<file path="config.mk">
export PLATFORM = sky130hd
export DESIGN_NAME = tsc_top
export DESIGN_NICKNAME = d
export VERILOG_FILES = /design/src/rtl/tsc_pkg.sv /design/src/rtl/tsc_bus_decode.sv /design/src/rtl/tsc_cfg.sv /design/src/rtl/tsc_capture.sv /design/src/rtl/tsc_top.sv
export SDC_FILE = /design/constraint.sdc
export NUM_CORES = 1
export LEC_CHECK = 0
export BUFFER_PORTS_ARGS = -buffer_cell sky130_fd_sc_hd__buf_2
export CORE_UTILIZATION = 44
export DETAILED_ROUTE_END_ITERATION = 7
export GPL_ROUTABILITY_DRIVEN = 1
export PLACE_DENSITY = 0.85
export SYNTH_ARGS = -nofsm -noshare
export SYNTH_HDL_FRONTEND = slang
export SYNTH_SLANG_ARGS = --single-unit
</file>
<file path="constraint.sdc">
create_clock -name clk -period 3.54 [get_ports clk]
set_input_delay 0.354 -clock clk [delete_from_list [all_inputs] [get_ports clk]]
set_output_delay 0.354 -clock clk [all_outputs]
set_load 0.02 [all_outputs]
</file>
<file path="src/rtl/tsc_pkg.sv">
package tsc_pkg;
    localparam int WORD_W = 32;

    localparam int OFS_CTRL = 'h18;
    localparam int OFS_PROT = 'h20;
    localparam int OFS_TIME = 'h30;
    localparam int OFS_DATE = 'h34;
    localparam int OFS_STAT = 'h50;
    localparam int OFS_CLR  = 'h5C;

    localparam int CTRL_EN_BIT   = 25;
    localparam int PROT_OPEN_BIT = 3;
    localparam int ST_FLAG_BIT   = 3;
    localparam int ST_OVF_BIT    = 4;

    localparam logic [WORD_W-1:0] TIME_KEEP = 32'h007F_7F7F;
    localparam logic [WORD_W-1:0] DATE_KEEP = 32'h0000_FF3F;

    typedef enum logic [2:0] {
        RS_NONE, RS_CTRL, RS_PROT, RS_TIME, RS_DATE, RS_STAT
    } rsel_t;

    typedef struct packed {
        logic [WORD_W-1:0] tm;
        logic [WORD_W-1:0] dt;
        logic              flag;
        logic              ovf;
    } stamp_t;

    typedef struct packed {
        logic en;
        logic open;
    } cfg_t;
endpackage

</file>
<file path="src/rtl/tsc_bus_decode.sv">
module tsc_bus_decode
    import tsc_pkg::*;
#(
    parameter int ADDR_W = 8
) (
    input  logic              sel_i,
    input  logic              wr_i,
    input  logic [ADDR_W-1:0] addr_i,
    input  logic              secure_i,
    input  logic              open_i,
    output logic              wr_ctrl_o,
    output logic              wr_prot_o,
    output logic              wr_clr_o,
    output rsel_t             rsel_o
);
    localparam logic [ADDR_W-1:0] A_CTRL = ADDR_W'(OFS_CTRL);
    localparam logic [ADDR_W-1:0] A_PROT = ADDR_W'(OFS_PROT);
    localparam logic [ADDR_W-1:0] A_TIME = ADDR_W'(OFS_TIME);
    localparam logic [ADDR_W-1:0] A_DATE = ADDR_W'(OFS_DATE);
    localparam logic [ADDR_W-1:0] A_STAT = ADDR_W'(OFS_STAT);
    localparam logic [ADDR_W-1:0] A_CLR  = ADDR_W'(OFS_CLR);

    logic guarded;
    logic permit;

    always_comb begin
        guarded = (addr_i == A_CTRL) || (addr_i == A_TIME) || (addr_i == A_DATE)
               || (addr_i == A_STAT) || (addr_i == A_CLR);
        permit  = secure_i || open_i;

        wr_ctrl_o = sel_i && wr_i && (addr_i == A_CTRL) && permit;
        wr_clr_o  = sel_i && wr_i && (addr_i == A_CLR)  && permit;
        wr_prot_o = sel_i && wr_i && (addr_i == A_PROT) && secure_i;

        rsel_o = RS_NONE;
        if (sel_i && !wr_i && (!guarded || permit)) begin
            case (addr_i)
                A_CTRL:  rsel_o = RS_CTRL;
                A_PROT:  rsel_o = RS_PROT;
                A_TIME:  rsel_o = RS_TIME;
                A_DATE:  rsel_o = RS_DATE;
                A_STAT:  rsel_o = RS_STAT;
                default: rsel_o = RS_NONE;
            endcase
        end
    end
endmodule

</file>
<file path="src/rtl/tsc_cfg.sv">
module tsc_cfg
    import tsc_pkg::*;
(
    input  logic              clk,
    input  logic              rst_n,
    input  logic              wr_ctrl_i,
    input  logic              wr_prot_i,
    input  logic [WORD_W-1:0] wdata_i,
    output logic              en_o,
    output logic              open_o
);
    cfg_t cfg_d, cfg_q;

    always_comb begin
        cfg_d = cfg_q;
        if (wr_ctrl_i) cfg_d.en   = wdata_i[CTRL_EN_BIT];
        if (wr_prot_i) cfg_d.open = wdata_i[PROT_OPEN_BIT];
    end

    always_ff @(posedge clk or negedge rst_n) begin
        if (!rst_n) cfg_q <= '0;
        else        cfg_q <= cfg_d;
    end

    assign en_o   = cfg_q.en;
    assign open_o = cfg_q.open;

    // protection word moves only on a secure write
    a_r9_prot_only_by_secure: assert property (@(posedge clk) disable iff (!rst_n)
        !wr_prot_i |=> $stable(cfg_q.open));
endmodule

</file>
<file path="src/rtl/tsc_capture.sv">
module tsc_capture
    import tsc_pkg::*;
(
    input  logic              clk,
    input  logic              rst_n,
    input  logic              en_i,
    input  logic              tamper_i,
    input  logic [WORD_W-1:0] time_i,
    input  logic [WORD_W-1:0] date_i,
    input  logic              clr_wr_i,
    input  logic [WORD_W-1:0] clr_data_i,
    output logic [WORD_W-1:0] stamp_time_o,
    output logic [WORD_W-1:0] stamp_date_o,
    output logic              flag_o,
    output logic              ovf_o
);
    stamp_t st_d, st_q;
    logic   event_now;
    logic   clr_flag;
    logic   clr_ovf;

    always_comb begin
        event_now = tamper_i && en_i;
        clr_flag  = clr_wr_i && clr_data_i[ST_FLAG_BIT];
        clr_ovf   = clr_wr_i && clr_data_i[ST_OVF_BIT];

        st_d = st_q;
        if (event_now && !st_q.flag) begin
            st_d.tm = time_i & TIME_KEEP;
            st_d.dt = date_i & DATE_KEEP;
        end
        st_d.flag = event_now || (st_q.flag && !clr_flag);
        st_d.ovf  = (event_now && st_q.flag) || (st_q.ovf && !clr_ovf);
    end

    always_ff @(posedge clk or negedge rst_n) begin
        if (!rst_n) st_q <= '0;
        else        st_q <= st_d;
    end

    assign stamp_time_o = st_q.tm;
    assign stamp_date_o = st_q.dt;
    assign flag_o       = st_q.flag;
    assign ovf_o        = st_q.ovf;

    // disabled capture leaves stamps alone and raises no flag
    a_r2_disabled_quiet: assert property (@(posedge clk) disable iff (!rst_n)
        (!en_i && !clr_wr_i) |=> ($stable(st_q.tm) && $stable(st_q.dt) && $stable(st_q.flag)));

    // first event captures the live time and sets the flag
    a_r3_capture: assert property (@(posedge clk) disable iff (!rst_n)
        (tamper_i && en_i && !st_q.flag) |=> (st_q.flag && st_q.tm == ($past(time_i) & TIME_KEEP)));

    // date stamp never holds bits outside the kept fields
    a_r4_date_trim: assert property (@(posedge clk) disable iff (!rst_n)
        (st_q.dt & ~DATE_KEEP) == '0);

    // event on a set flag raises overflow and keeps the stamps
    a_r5_overflow_keeps: assert property (@(posedge clk) disable iff (!rst_n)
        (tamper_i && en_i && st_q.flag) |=> (st_q.ovf && $stable(st_q.tm) && $stable(st_q.dt)));

    // a clear with no event drops the flag
    a_r6_clear_flag: assert property (@(posedge clk) disable iff (!rst_n)
        (clr_wr_i && clr_data_i[ST_FLAG_BIT] && !(tamper_i && en_i)) |=> !st_q.flag);

    // coincident event beats the clear
    a_r7_event_wins: assert property (@(posedge clk) disable iff (!rst_n)
        (tamper_i && en_i && clr_wr_i) |=> st_q.flag);
endmodule

</file>
<file path="src/rtl/tsc_top.sv">
module tsc_top
    import tsc_pkg::*;
#(
    parameter int ADDR_W = 8
) (
    input  logic              clk,
    input  logic              rst_n,
    input  logic [31:0]       live_time_i,
    input  logic [31:0]       live_date_i,
    input  logic              tamper_i,
    input  logic              bus_sel_i,
    input  logic              bus_wr_i,
    input  logic [ADDR_W-1:0] bus_addr_i,
    input  logic [31:0]       bus_wdata_i,
    input  logic              bus_secure_i,
    output logic [31:0]       bus_rdata_o
);
    logic              wr_ctrl, wr_prot, wr_clr;
    rsel_t             rsel;
    logic              en, open;
    logic [WORD_W-1:0] s_time, s_date;
    logic              flag, ovf;

    tsc_bus_decode #(.ADDR_W(ADDR_W)) u_dec (
        .sel_i     (bus_sel_i),
        .wr_i      (bus_wr_i),
        .addr_i    (bus_addr_i),
        .secure_i  (bus_secure_i),
        .open_i    (open),
        .wr_ctrl_o (wr_ctrl),
        .wr_prot_o (wr_prot),
        .wr_clr_o  (wr_clr),
        .rsel_o    (rsel)
    );

    tsc_cfg u_cfg (
        .clk       (clk),
        .rst_n     (rst_n),
        .wr_ctrl_i (wr_ctrl),
        .wr_prot_i (wr_prot),
        .wdata_i   (bus_wdata_i),
        .en_o      (en),
        .open_o    (open)
    );

    tsc_capture u_cap (
        .clk          (clk),
        .rst_n        (rst_n),
        .en_i         (en),
        .tamper_i     (tamper_i),
        .time_i       (live_time_i),
        .date_i       (live_date_i),
        .clr_wr_i     (wr_clr),
        .clr_data_i   (bus_wdata_i),
        .stamp_time_o (s_time),
        .stamp_date_o (s_date),
        .flag_o       (flag),
        .ovf_o        (ovf)
    );

    always_comb begin
        bus_rdata_o = '0;
        case (rsel)
            RS_CTRL: bus_rdata_o[CTRL_EN_BIT]   = en;
            RS_PROT: bus_rdata_o[PROT_OPEN_BIT] = open;
            RS_TIME: bus_rdata_o                = s_time;
            RS_DATE: bus_rdata_o                = s_date;
            RS_STAT: begin
                bus_rdata_o[ST_FLAG_BIT] = flag;
                bus_rdata_o[ST_OVF_BIT]  = ovf;
            end
            default: bus_rdata_o = '0;
        endcase
    end

    // a locked non-secure read of the stamps shows nothing
    a_r8_locked_read_zero: assert property (@(posedge clk) disable iff (!rst_n)
        (bus_sel_i && !bus_wr_i && !bus_secure_i && !open &&
         (bus_addr_i == ADDR_W'(OFS_TIME) || bus_addr_i == ADDR_W'(OFS_DATE) ||
          bus_addr_i == ADDR_W'(OFS_STAT))) |-> (bus_rdata_o == '0));

    // a locked non-secure clear changes no flag
    a_r8_locked_clear_ignored: assert property (@(posedge clk) disable iff (!rst_n)
        (bus_sel_i && bus_wr_i && !bus_secure_i && !open && !tamper_i &&
         bus_addr_i == ADDR_W'(OFS_CLR)) |=> ($stable(flag) && $stable(ovf)));
endmodule

</file>
==> flow_summary.yaml <==
cells_and_area:
  drive_gt1_frac: 0.486
  fin_area_mm2: 0.00252
  fill_cells: 396
  layout.nets: 368
  multiInputGateArea_um2: 1000
  regArea_um2: 976
  syn_to_final_growth_pct: 23.1
  antennaDiodeCount: 0
logic_synthesis:
  yosysMostFrequentCell: "dfrtp_1"
  synth_area_mm2: 0.00205
  synth_area_leader_cell: "dfrtp_1"
  ys_types: 33
  ys.flop_type: "dfrtp_1"
  yosys.area.top_type_share: 0.476
  synth_common_cells: "dfrtp_1, mux2_2, nand2_1, nand4_1, o21ai_0"
  avgSynthCellArea_um2: 11.0
  synth_edf_count: 0
  syn_inst: 186
  synth_area_leaders: "dfrtp_1, mux2_2, nand2_1, nand4_1, buf_4"
  async_reset_ff_frac: 1.00
  synth_seq_cells: 39
  yosysSeqAreaShare: 0.476
  ys.warnings.count: 0
global_route:
  grt_pass1_wl_um: 7670
  grt_antenna_before_repair: 0
  grt_use_total: 0.200
  grt.busiest_layer: "met2"
  grt_max_degree: 40
  grt_pass1_vias: 1604
  use_met1: 0.265
  met2_usage: 0.316
  met3_usage: 0.0519
  overflow: 0
route:
  viasPerCell: 5.58
  first_iter_violations: 76
  num_vias: 1723
  drt-pass1-iter-count: 4
  drc: 0
  drt-total-wl_um: 4750
  wl_per_cell_um: 15.4
  ant_nets: 0
placed_design:
  port_buffers: 74
  gp_congestion: 0.854
  dpl_cell_area_mm2: 0.00245
  dp_hpwl_um: 3280
sta:
  min_period_ns: 2.46
  tightest_slew_ns: 0.969
  finalHoldViolations: 0
  slew_headroom: 0.352
  fmax_mhz: 406
  slew_violations: 0
  fin_skew_ns: 0.00828
  finalSetupViolCount: 0
  finalCritPeriodShare: 0.696
  setup-tns-final_ns: 0
  rsz0062_at_grt: "no"
setup_path:
  end_kind: "output port"
  cp.required_ns: 3.19
  r2r-start: "u_cfg.en_o$_DFFE_PN0P_"
  r2r_end: "u_cap.stamp_time_o[17]$_DFFE_PN0P_"
  rrSetupSlack_ns: 1.47
  path_class: "primary input to output port"
  start_kind: "primary input"
  arrival_ns: 2.11
  ff2ff_path_depth: 3
  cp_max_fo: 22
power:
  seq_power_share: 0.564
  p_int_uw: 679
  p_comb_frac: 0.130
  clkPwrFrac: 0.306
  leakage_uw: 0.00130
  power_switching_uw: 224
  powerDensity_mw_per_mm2: 358
  switching_share: 0.248
  irDropWorstVdd_uv: 228
floorplan:
  coreArea_mm2: 0.00441
  fp-row-count: 24
  fp.dieW_um: 70.3
  start_util: 0.465
  ios: 142
  die_h_um: 70.3
  die-area_mm2: 0.00494
clock_tree:
  post_cts_resize_count: 0
  h-tree-depth: 2
  cts_tree: "done"
  cts_buffers: 5
  postCtsSetupBuffers: 0
  clk_latency_ns: 0.29
  cts_sinks: 39
  clkSlewWorstSetupHoldPaths_ns: 0.07
  cts_root_buf: "clkbuf_8"
  cts.path.max_buffers: 2
  postCtsHoldBufs: 0
min_path:
  hold_path_class: "primary input to async pin"
outcome:
  status: "finished clean"
job:
  cap_violations: 0
==> per-stage QoR <==
stage                util  instances  power (uW)  hold WS (ns)  setup slack, ns
finish              0.572        309         904         0.177             1.08
global route        0.572        309         946         0.246            0.901
CTS                 0.572        309         912         0.213             1.06
detailed placement  0.555        303         636         0.489             1.07
global placement    0.555        303         628         0.479             1.07
floorplan               -        194         584        0.0584             1.11
==> registers in the layout, summed over array words and instances (netlist names) <==
signal	count
u_cap.stamp_date_o	14
u_cap.flag_o	1
u_cfg.en_o	1
u_cap.ovf_o	1
u_cfg.open_o	1
u_cap.stamp_time_o	21
==> worst max-delay path by stage <==
| stage | start | end | slack [ns] | depth (start not counted) |
|---|---|---|---|---|
| finish | bus_addr_i[3] | bus_rdata_o[3] | 1.08 | 6 |
| global route | bus_addr_i[3] | bus_rdata_o[5] | 0.90 | 7 |
| CTS | bus_addr_i[3] | bus_rdata_o[3] | 1.06 | 6 |
| detailed placement | bus_addr_i[3] | bus_rdata_o[3] | 1.07 | 6 |
| global placement | bus_addr_i[7] | bus_rdata_o[25] | 1.07 | 5 |
| floorplan | bus_addr_i[7] | bus_rdata_o[25] | 1.11 | 4 |
==> power groups by stage <==
| stage | clock network [uW] | logic (uW) | registers, uW |
|---|---|---|---|
| after floorplan | 0 | 73.6 | 511 |
| after global placement | 0 | 114 | 514 |
| after detailed placement | 0 | 118 | 518 |
| after CTS | 284 | 119 | 509 |
| after global routing | 303 | 129 | 514 |
| final | 277 | 117 | 510 |
==> layer usage <==
layer  vias up  part of all wire
met5         -                 0
met4         0             0.012
met3         8             0.061
met2        71              0.48
met1       844              0.45
li1        800                 -
==> logic make-up (layout without fill, tap and decap cells) <==
| group | count (synthesis) | count (layout) | synth area share |
|---|---|---|---|
| and+or+nand+nor | 67 | 67 | 0.192 |
| DFF | 39 | 39 | 0.476 |
| muxes | 38 | 38 | 0.208 |
| buffers and inverters | 22 | 85 | 0.0610 |
| AOI/OAI and AO/OA | 18 | 18 | 0.0567 |
| other | 1 | 9 | 0.00183 |
| xor gates and xnor gates | 1 | 1 | 0.00427 |
==> cells in the final DEF (no fill, tap or decap), types with 2 or more instances in the layout <==
master,instances
buf_2,74
dfrtp_1,39
mux2_2,36
nand2_1,22
nand4_1,12
o21ai_0,12
conb_1,9
nor3_1,8
clkbuf_8,5
buf_4,5
nor3b_1,3
nor4_1,3
a22o_1,3
nor4b_1,2
nand2b_1,2
nor4bb_1,2
nand3_1,2
==> area by class of cell <==
cell class | count | share of cell area
Tap cell | 52 | 0.0258
Timing Repair Buffer | 79 | 0.162
Clock inverter | 1 | 0.00297
Sequential cell | 39 | 0.387
Clock buffer | 5 | 0.0273
Multi-Input combinational cell | 133 | 0.396
==> critical path: stages <==
cell and delay (ns):
buf_2 0.16, nor4bb_4 0.28, buf_4 0.30, and4b_1 0.60, a221o_1 0.25, buf_2 0.16
(Power assumes the default switching activity.)
